<file path="src/rtl/frtimer_pkg.sv">
// Shared constants and the control-byte layout for the free-run timer.
// Assumes a 16-bit register bus with one byte enable per byte lane.
package frtimer_pkg;

    localparam int BUS_W   = 16;
    localparam int LANES   = BUS_W / 8;
    localparam int ADDR_W  = 2;
    localparam int MSEL_W  = 3;
    localparam int CTRL_LANE = 1;

    localparam logic [ADDR_W-1:0] A_CTRL = 2'd0;
    localparam logic [ADDR_W-1:0] A_CMP  = 2'd1;
    localparam logic [ADDR_W-1:0] A_CNT  = 2'd2;

    // Packed in bit order 15 down to 8 of the control word.
    typedef struct packed {
        logic              clk_ext;
        logic              zflag;
        logic              zen;
        logic [MSEL_W-1:0] msel;
        logic              cflag;
        logic              cen;
    } ctrl_t;

endpackage

</file>
<file path="src/rtl/frtimer_extsync.sv">
// Brings the asynchronous external clock pin into the system clock domain
// and turns each rising edge into a one-cycle pulse.
// Assumes the pin stays high and low for longer than one system clock each.
module frtimer_extsync #(
    parameter int STAGES = 2
) (
    input  logic clk,
    input  logic rst_n,
    input  logic ext_in,
    output logic ext_rise
);

    logic [STAGES-1:0] sync_q;
    logic              prev_q;

    generate
        if (STAGES == 1) begin : g_one
            // Single capture stage.
            always_ff @(posedge clk) begin
                if (!rst_n) sync_q <= '0;
                else        sync_q <= ext_in;
            end
        end else begin : g_chain
            // Shift the pin through the synchronizer chain.
            always_ff @(posedge clk) begin
                if (!rst_n) sync_q <= '0;
                else        sync_q <= {sync_q[STAGES-2:0], ext_in};
            end
        end
    endgenerate

    // Delay the synchronized level by one cycle for edge detection.
    always_ff @(posedge clk) begin
        if (!rst_n) prev_q <= 1'b0;
        else        prev_q <= sync_q[STAGES-1];
    end

    assign ext_rise = sync_q[STAGES-1] & ~prev_q;

endmodule

</file>
<file path="src/rtl/frtimer_count.sv">
// Up-counter with compare clear. On each tick it advances by one. If it
// equals the compare value it loads zero instead. Reports the compare-clear
// event and the zero-load event in the tick cycle.
// Assumes tick is a single-cycle qualifier in the system clock domain.
module frtimer_count #(
    parameter int CNT_W = 16
) (
    input  logic             clk,
    input  logic             rst_n,
    input  logic             tick,
    input  logic [CNT_W-1:0] cmp,
    output logic [CNT_W-1:0] cnt,
    output logic             cmp_evt,
    output logic             zero_evt
);

    localparam logic [CNT_W-1:0] MAXV = '1;

    logic hit;

    assign hit      = (cnt == cmp);
    assign cmp_evt  = tick && hit;
    assign zero_evt = tick && (hit || cnt == MAXV);

    // Advance, clear on match, or hold.
    always_ff @(posedge clk) begin
        if (!rst_n)        cnt <= '0;
        else if (cmp_evt)  cnt <= '0;
        else if (tick)     cnt <= cnt + 1'b1;
    end

endmodule

</file>
<file path="src/rtl/frtimer_regs.sv">
// Register bank: the control/status byte, the compare register, the match
// thinning counter and the read multiplexer.
// Assumes CNT_W is no wider than the bus. Writes are single-cycle strobes.
module frtimer_regs
    import frtimer_pkg::*;
#(
    parameter int CNT_W = 16
) (
    input  logic              clk,
    input  logic              rst_n,
    input  logic [ADDR_W-1:0] bus_addr,
    input  logic              bus_wr_en,
    input  logic [BUS_W-1:0]  bus_wdata,
    input  logic [LANES-1:0]  bus_be,
    input  logic              cmp_evt,
    input  logic              zero_evt,
    input  logic [CNT_W-1:0]  cnt,
    output ctrl_t             ctrl,
    output logic [CNT_W-1:0]  cmp,
    output logic              cf_set,
    output logic [BUS_W-1:0]  rdata
);

    logic              wr_ctrl;
    logic              wr_cmp;
    ctrl_t             wd;
    logic [MSEL_W-1:0] mcnt;

    assign wr_ctrl = bus_wr_en && (bus_addr == A_CTRL) && bus_be[CTRL_LANE];
    assign wr_cmp  = bus_wr_en && (bus_addr == A_CMP);
    assign wd      = ctrl_t'(bus_wdata[CTRL_LANE*8 +: 8]);
    assign cf_set  = cmp_evt && (mcnt == ctrl.msel);

    // Count compare-clear events; restart on wrap or on a control write.
    always_ff @(posedge clk) begin
        if (!rst_n)                   mcnt <= '0;
        else if (wr_ctrl)             mcnt <= '0;
        else if (cmp_evt && cf_set)   mcnt <= '0;
        else if (cmp_evt)             mcnt <= mcnt + 1'b1;
    end

    // Control fields and sticky flags; a hardware set beats a clearing write.
    always_ff @(posedge clk) begin
        if (!rst_n) begin
            ctrl <= '0;
        end else if (wr_ctrl) begin
            ctrl.clk_ext <= wd.clk_ext;
            ctrl.zen     <= wd.zen;
            ctrl.msel    <= wd.msel;
            ctrl.cen     <= wd.cen;
            ctrl.zflag   <= zero_evt | (ctrl.zflag & wd.zflag);
            ctrl.cflag   <= cf_set   | (ctrl.cflag & wd.cflag);
        end else begin
            ctrl.zflag   <= ctrl.zflag | zero_evt;
            ctrl.cflag   <= ctrl.cflag | cf_set;
        end
    end

    generate
        for (genvar b = 0; b < CNT_W; b++) begin : g_cmp_bit
            // Each compare bit takes the write when its byte lane is enabled.
            always_ff @(posedge clk) begin
                if (!rst_n)                      cmp[b] <= 1'b1;
                else if (wr_cmp && bus_be[b/8])  cmp[b] <= bus_wdata[b];
            end
        end
    endgenerate

    // Select the register addressed on the bus.
    always_comb begin
        case (bus_addr)
            A_CTRL:  rdata = {ctrl, 8'h00};
            A_CMP:   rdata = BUS_W'(cmp);
            A_CNT:   rdata = BUS_W'(cnt);
            default: rdata = '0;
        endcase
    end

endmodule

</file>
<file path="src/rtl/frtimer_top.sv">
// Free-run timer top. Picks the counting tick, wires the counter and the
// register bank, and forms the interrupt request from flags and enables.
// Assumes ext_clk_in is asynchronous and slower than clk.
module frtimer_top
    import frtimer_pkg::*;
#(
    parameter int CNT_W       = 16,
    parameter int SYNC_STAGES = 2
) (
    input  logic              clk,
    input  logic              rst_n,
    input  logic [ADDR_W-1:0] bus_addr,
    input  logic              bus_wr_en,
    input  logic [BUS_W-1:0]  bus_wdata,
    input  logic [LANES-1:0]  bus_be,
    output logic [BUS_W-1:0]  bus_rdata,
    input  logic              ext_clk_in,
    output logic              irq
);

    ctrl_t            ctrl_q;
    logic [CNT_W-1:0] cnt_q;
    logic [CNT_W-1:0] cmp_q;
    logic             ext_rise;
    logic             tick;
    logic             cmp_evt;
    logic             zero_evt;
    logic             cf_set;

    frtimer_extsync #(.STAGES(SYNC_STAGES)) u_sync (
        .clk      (clk),
        .rst_n    (rst_n),
        .ext_in   (ext_clk_in),
        .ext_rise (ext_rise)
    );

    assign tick = ctrl_q.clk_ext ? ext_rise : 1'b1;

    frtimer_count #(.CNT_W(CNT_W)) u_count (
        .clk      (clk),
        .rst_n    (rst_n),
        .tick     (tick),
        .cmp      (cmp_q),
        .cnt      (cnt_q),
        .cmp_evt  (cmp_evt),
        .zero_evt (zero_evt)
    );

    frtimer_regs #(.CNT_W(CNT_W)) u_regs (
        .clk       (clk),
        .rst_n     (rst_n),
        .bus_addr  (bus_addr),
        .bus_wr_en (bus_wr_en),
        .bus_wdata (bus_wdata),
        .bus_be    (bus_be),
        .cmp_evt   (cmp_evt),
        .zero_evt  (zero_evt),
        .cnt       (cnt_q),
        .ctrl      (ctrl_q),
        .cmp       (cmp_q),
        .cf_set    (cf_set),
        .rdata     (bus_rdata)
    );

    assign irq = (ctrl_q.zflag & ctrl_q.zen) | (ctrl_q.cflag & ctrl_q.cen);

endmodule

</file>
<file path="config.mk">
export PLATFORM = sky130hd
export DESIGN_NAME = frtimer_top
export DESIGN_NICKNAME = d
export VERILOG_FILES = /design/src/rtl/frtimer_pkg.sv /design/src/rtl/frtimer_extsync.sv /design/src/rtl/frtimer_count.sv /design/src/rtl/frtimer_regs.sv /design/src/rtl/frtimer_top.sv
export SDC_FILE = /design/constraint.sdc
export NUM_CORES = 1
export LEC_CHECK = 0
export ABC_AREA = 1
export ABC_CLOCK_PERIOD_IN_PS = 1750
export BUFFER_PORTS_ARGS = -buffer_cell sky130_fd_sc_hd__clkbuf_2
export CAP_MARGIN = 15
export CORE_MARGIN = 3
export CORE_UTILIZATION = 51
export CTS_CLUSTER_DIAMETER = 30
export DETAILED_ROUTE_END_ITERATION = 10
export HOLD_SLACK_MARGIN = 0.05
export PLACE_DENSITY = 0.76
export SKIP_CTS_REPAIR_TIMING = 1
export SYNTH_ARGS = -nofsm -noshare
export SYNTH_HDL_FRONTEND = slang
export SYNTH_HIERARCHICAL = 1
export SYNTH_SLANG_ARGS = --single-unit
export TNS_END_PERCENT = 100
</file>
<file path="constraint.sdc">
create_clock -name clk -period 1.75 [get_ports clk]
set_input_delay 0.35 -clock clk [delete_from_list [all_inputs] [get_ports clk]]
set_output_delay 0.35 -clock clk [all_outputs]
set_load 0.03 [all_outputs]
</file>
==> results of run 1 <==
## metrics by stage
stage               util [%]  setup TNS, ns
floorplan                  -              0
global placement       60.60              0
detailed placement     60.60              0
CTS                    62.25              0
global route           62.88      -0.004758
finish                 62.88              0
## placed cells by master (no fill, tap or decap), types with 3 or more instances in the layout
master / n
nand2_1: 148
nor2_1: 43
nand3_1: 42
inv_1: 41
clkbuf_2: 40
dfxtp_1: 37
buf_4: 14
inv_2: 14
xor2_1: 10
o21ai_1: 8
dfxtp_2: 8
a21oi_1: 6
clkbuf_8: 5
nor2_2: 5
o211ai_1: 5
xnor2_1: 4
nand2_2: 4
nand4_1: 3
## flip-flops by register name (all words and copies together), names as in the netlist
| name | cells |
|---|---|
| u_sync/prev_q | 1 |
| u_regs/ctrl | 8 |
| u_sync/sync_q | 2 |
| u_count/cnt | 16 |
| u_regs/mcnt | 3 |
| u_regs/cmp | 16 |
## final cells by class
type                    count  area [um^2]
multi-input cells         293         1396
repair buffers             54        305.3
clock buffers               5        68.82
well taps                  67        83.83
inverters                  56        210.2
flip-flops and latches     46        934.6
fillers                   472         1777
clock inverters             2        10.01
## critical path: cells and delay by family (launching register included)
family / cells / cell delay, ns
buffers and inverters: 2 / 0.37
DFF: 1 / 0.39
and+or+nand+nor: 2 / 0.23
## power by group through the flow
stage | clock [mW] | combinational (mW) | sequential (mW)
after floorplan | 0 | 0.192 | 1.12
after global placement | 0 | 0.287 | 1.12
after detailed placement | 0 | 0.290 | 1.13
after CTS | 0.620 | 0.291 | 1.10
after global routing | 0.670 | 0.324 | 1.11
final | 0.605 | 0.292 | 1.10
## final timing paths
path                    startpoint               end  cells past startpoint
setup / recovery    u_count/cnt[9]      bus_rdata[9]                      4
hold / removal          ext_clk_in  u_sync/sync_q[0]                      3
setup reg to reg    u_count/cnt[3]    u_regs/mcnt[1]                     13
hold reg to reg   u_sync/sync_q[0]  u_sync/sync_q[1]                      2
## layer usage
metal	up-vias	wire length, um	part of all wire [%]	GRT usage, %
li1	1347	-	-	-
met1	1137	2883	46	30.35
met2	85	2838	46	37.02
met3	5	433	7.0	3.991
met4	0	47	0.76	4.891
met5	-	0	0	0
==> impl_results.md, run 1 <==
- Worst slack at placement: around 0.12 ns
- CTS buffer count: 5
- Final instance area: around 3000 um^2
- Net switching share of the total power: 27.71%
- Logic gate share of total power: 14.6%
- Worst Path Required: about 1.4 ns
- # DRC: 0
- Synthesized instance count: 403
- Internal: 1.444 mW
- # diodes: 0
- PD cells: 663.8 nW/um^2
- Routed wire length: 6.202 mm
- Clk sinks: 46
- IO buf count: 40
- Worst Tran Pin Value: 0.3236 ns
- Synth Warn #: 6
- CTS H-tree lvls: 2
- 1st-iter DRT viols: 210
- Worst clock skew: 0.004464 ns
- Slew headroom: 78.40%
- Initial antenna violation count: 0
- Tot Pwr: 1.998 mW
- Sequential Power Share: a little under three fifths
- Net Count, Synth: about 430
- Highest Clock Rate: just over 600 MHz
- Final GP Congestion: 0.8617
- Antenna violation net count after detailed routing: 0
- Leak: approximately 1.6 nW
- Syn_area_per_cell: 6.346 um^2
- Worst-path clk slew: 0.08 ns
- Non-Filler Instances: 523
- GRT Overall Usage: 22.37%
- R2r setup slk: around 0.2 ns
- Core area: 4786 um^2
- Sw Pwr: 0.5535 mW
- Tmin final: 1.637 ns
- Worst setup SP type: flip-flop
- Final WS setup: 0.1132 ns
- Largest net degree at the start of global routing: 20
- Nets: about 480
- IO Count: 41
- Critical-path cell list: buf_4 > nand3_1 > nand3_1 > clkbuf_2
- Worst skew pair latency: around 0.30 ns
- Via-per-instance ratio: 4.922
- DR WL/cell: 11.86 um
- Die height: approximately 77 um
- Total gr overflow: 0
- Clk pwr share: 30.3%
- First-pass GRT wire length: 10.87 mm
- Area delta synth->final: 17.66%
- Final hold vios: 0
- Worst vdd ir: 0.0006158 V
- Final Cycle Share: 93.53%
- Via count: 2574
- Most frequent CP cell: nand3_1
- Placed cell count: 516
- HPWL Detailed: 4.843 mm
- WP data arrival: 1.29 ns
- Placed Area: 2900 um^2
- Max-slew violation count: 0
- Vias in the first global route: 2376
- HP Class: in2reg
- Die width: 76.82 um
- Hold WS: between 0.2 and 0.25 ns
- CP max stage cell: dfxtp_1
- Max-Cap Viols: 0
- First-pass detailed-route iteration total: 5
- Critical Path Sink Type: output port
- Die area: roughly 5900 um^2
- Outcome: finished clean
- Buffer depth of the longest clock path: 2
- Critical Path Max Stage Delay: between 0.3 and 0.4 ns
- Crit-path max FO: 4
- Root buf cell: clkbuf_8
- CTS tree: yes
- Kind of critical path: reg2out
- # setup viols final: 0
- # rows: 25
- Cell Area, Synth: 2557 um^2
- Fraction of layout cells with a size suffix above 1: 21.93%
- Initial cell density of the core: 53.44%
Note: power is estimated with default switching activity, not from simulation.
==> inputs of run 2 (changes only) <==
--- a/config.mk
+++ b/config.mk
@@ -9,12 +9,14 @@
 export ABC_CLOCK_PERIOD_IN_PS = 1750
 export BUFFER_PORTS_ARGS = -buffer_cell sky130_fd_sc_hd__clkbuf_2
 export CAP_MARGIN = 15
+export CELL_PAD_IN_SITES_DETAIL_PLACEMENT = 0
+export CELL_PAD_IN_SITES_GLOBAL_PLACEMENT = 1
 export CORE_MARGIN = 3
-export CORE_UTILIZATION = 51
+export CORE_UTILIZATION = 35
 export CTS_CLUSTER_DIAMETER = 30
 export DETAILED_ROUTE_END_ITERATION = 10
 export HOLD_SLACK_MARGIN = 0.05
-export PLACE_DENSITY = 0.76
+export PLACE_DENSITY_LB_ADDON = 0.1
 export SKIP_CTS_REPAIR_TIMING = 1
 export SYNTH_ARGS = -nofsm -noshare
 export SYNTH_HDL_FRONTEND = slang
==> impl_results.md, run 2 (synthesized netlist as in run 1, its figures left out) <==
- Core area: 6944 um^2 (+45%)
- Reg-to-Reg End: u_regs/ctrl[6]
- Final GP Congestion: 0.8037 (-6.7%)
- Leak: 1.635 nW (+2.8%)
- CTS tree: yes
- Multi-input gate area in the final layout: 1395 um^2 (about the same)
- Critical Path Max Stage Delay: 0.39 ns (about the same)
- Worst clock skew: 0.005865 ns (+0.001401 ns)
- Reg2reg path depth: 9 (-4)
- Initial cell density of the core: 36.83% (-17 points)
- Worst setup SP type: flip-flop
- Hold Startpoint: ext_clk_in
- Final instance area: 3090 um^2 (+2.7%)
- Kind of critical path: reg2out
- Worst-path clk slew: 0.09 ns (about the same)
- Critical Path Sink Type: output port
- Crit-path max FO: 4 (unchanged)
- Hold WS: 0.2274 ns (-0.008448 ns)
- Non-Filler Instances: 559 (+6.9%)
- HPWL Detailed: 5.706 mm (+18%)
- WP data arrival: 1.29 ns (about the same)
- 1st-iter DRT viols: 157 (-25%)
- RSZ-0062 raised after global routing: no
- Die width: 91.48 um (+19%)
- Largest net degree at the start of global routing: 20 (unchanged)
- Worst vdd ir: 0.0003283 V (-47%)
- Max-Cap Viols: 0 (unchanged)
- CP max stage cell: dfxtp_1
- HP Class: in2reg
- Placed cell count: 551 (+6.8%)
- First-pass detailed-route iteration total: 4 (-1)
- Outcome: finished clean
- Fill cell count: 774 (+64%)
- Die height: 91.48 um (+19%)
- Tot Pwr: 2.069 mW (+3.6%)
- DR WL/cell: 12.99 um (+9.6%)
- Tmin final: 1.637 ns (+0.0007260 ns)
- Vias in the first global route: 2439 (+2.7%)
- Commonest non-fill, non-tap cell in the layout: nand2_1
- Worst skew pair latency: 0.30 ns (about the same)
- Placed Area: 2982 um^2 (+2.8%)
- IO Count: 41 (unchanged)
- CTS buffer count: 5 (unchanged)
- Worst Hold Depth: 3 (unchanged)
- Via count: 2569 (-0.19%)
- Final hold vios: 0 (unchanged)
- Worst Tran Pin Value: 0.4567 ns (+0.1331 ns)
- # diodes: 0 (unchanged)
- R2r setup slk: 0.15 ns (-0.05 ns)
- Total gr overflow: 0 (unchanged)
- Via-per-instance ratio: 4.596 (-6.6%)
- Nets: 488 (+1.2%)
- Min-Delay Endpoint: u_sync/sync_q[0]
- Clk sinks: 46 (unchanged)
- Root buf cell: clkbuf_8
- Most frequent cells in the layout: 148 x nand2_1, 43 x nor2_1, 42 x nand3_1, 41 x inv_1
- Setup tns final: 0 ns (unchanged)
- Largest registers: u_count/cnt (16), u_regs/cmp (16), u_regs/ctrl (8)
- CTS H-tree lvls: 2 (unchanged)
- Die area: 8369 um^2 (+42%)
- Slew headroom: 69.55% (-8.8 points)
- Worst Path Required: 1.40 ns (about the same)
- Fraction of layout cells with a size suffix above 1: 22.25% (+0.32 points)
- First-pass GRT wire length: 12.13 mm (+12%)
- Area delta synth->final: 20.84%
- Final Cycle Share: 93.57% (about the same)
- Antenna violation net count after detailed routing: 0 (unchanged)
- # setup viols final: 0 (unchanged)
- Routed wire length: 7.262 mm (+17%)
- Critical-path cell list: buf_4 > nand3_1 > nand3_1 > clkbuf_2
- IO buf count: 40 (unchanged)
- Critical path origin: u_count/cnt[9]
- Highest Clock Rate: 610.7 MHz (about the same)
- # rows: 30 (+20%)
- Register area: 928.4 um^2 (-0.67%)
- PD cells: 669.6 nW/um^2 (+0.88%)
- GRT Overall Usage: 17.96% (-4.4 points)
- Buffer depth of the longest clock path: 2 (unchanged)
- # DRC: 0 (unchanged)
- Max-slew violation count: 0 (unchanged)
- Most frequent CP cell: nand3_1
- Initial antenna violation count: 0 (unchanged)
- Worst r2r src: u_count/cnt[1]
-- run 2: per-layer routing --
layer,global-route usage (%),vias to the layer above,routed length (um)
li1,-,1355,-
met1,25.92,1152,3741
met2,27.57,54,3110
met3,3.480,8,352
met4,3.769,0,57
met5,0,-,0
-- run 2: stage by stage --
stage	util [%]	setup slack (ns)
finish	44.50	0.1125
global route	44.50	0.004165
CTS	44.18	0.07153
detailed placement	42.94	0.08996
global placement	42.94	0.09613
floorplan	-	0.1420
-- run 2: layout make-up --
type / count / share of cell area (%)
repair buffers: 60 / 11.34
flip-flops and latches: 46 / 30.04
clock inverters: 2 / 0.4453
multi-input cells: 293 / 45.14
clock buffers: 6 / 2.348
inverters: 56 / 6.802
well taps: 96 / 3.887
-- run 2: how the worst max path moves through the flow --
stage	end	depth (start not counted)	slack [ns]
floorplan	u_regs/mcnt[0]	16	0.14
global placement	u_regs/mcnt[0]	13	0.1
detailed placement	u_regs/mcnt[0]	13	0.09
CTS	u_regs/mcnt[0]	13	0.07
global route	u_regs/ctrl[6]	9	0.004
finish	bus_rdata[9]	4	0.11
-- run 2: worst max-delay path: cells and delay by family (launching register included) --
family	cells	cell delay (ns)
flops	1	0.39
buf+inv	2	0.37
simple gates	2	0.22
-- run 2: where the power goes --
part / switching [mW] / internal (mW)
registers: 0.0305 / 1.08
clock network: 0.387 / 0.283
logic: 0.192 / 0.102
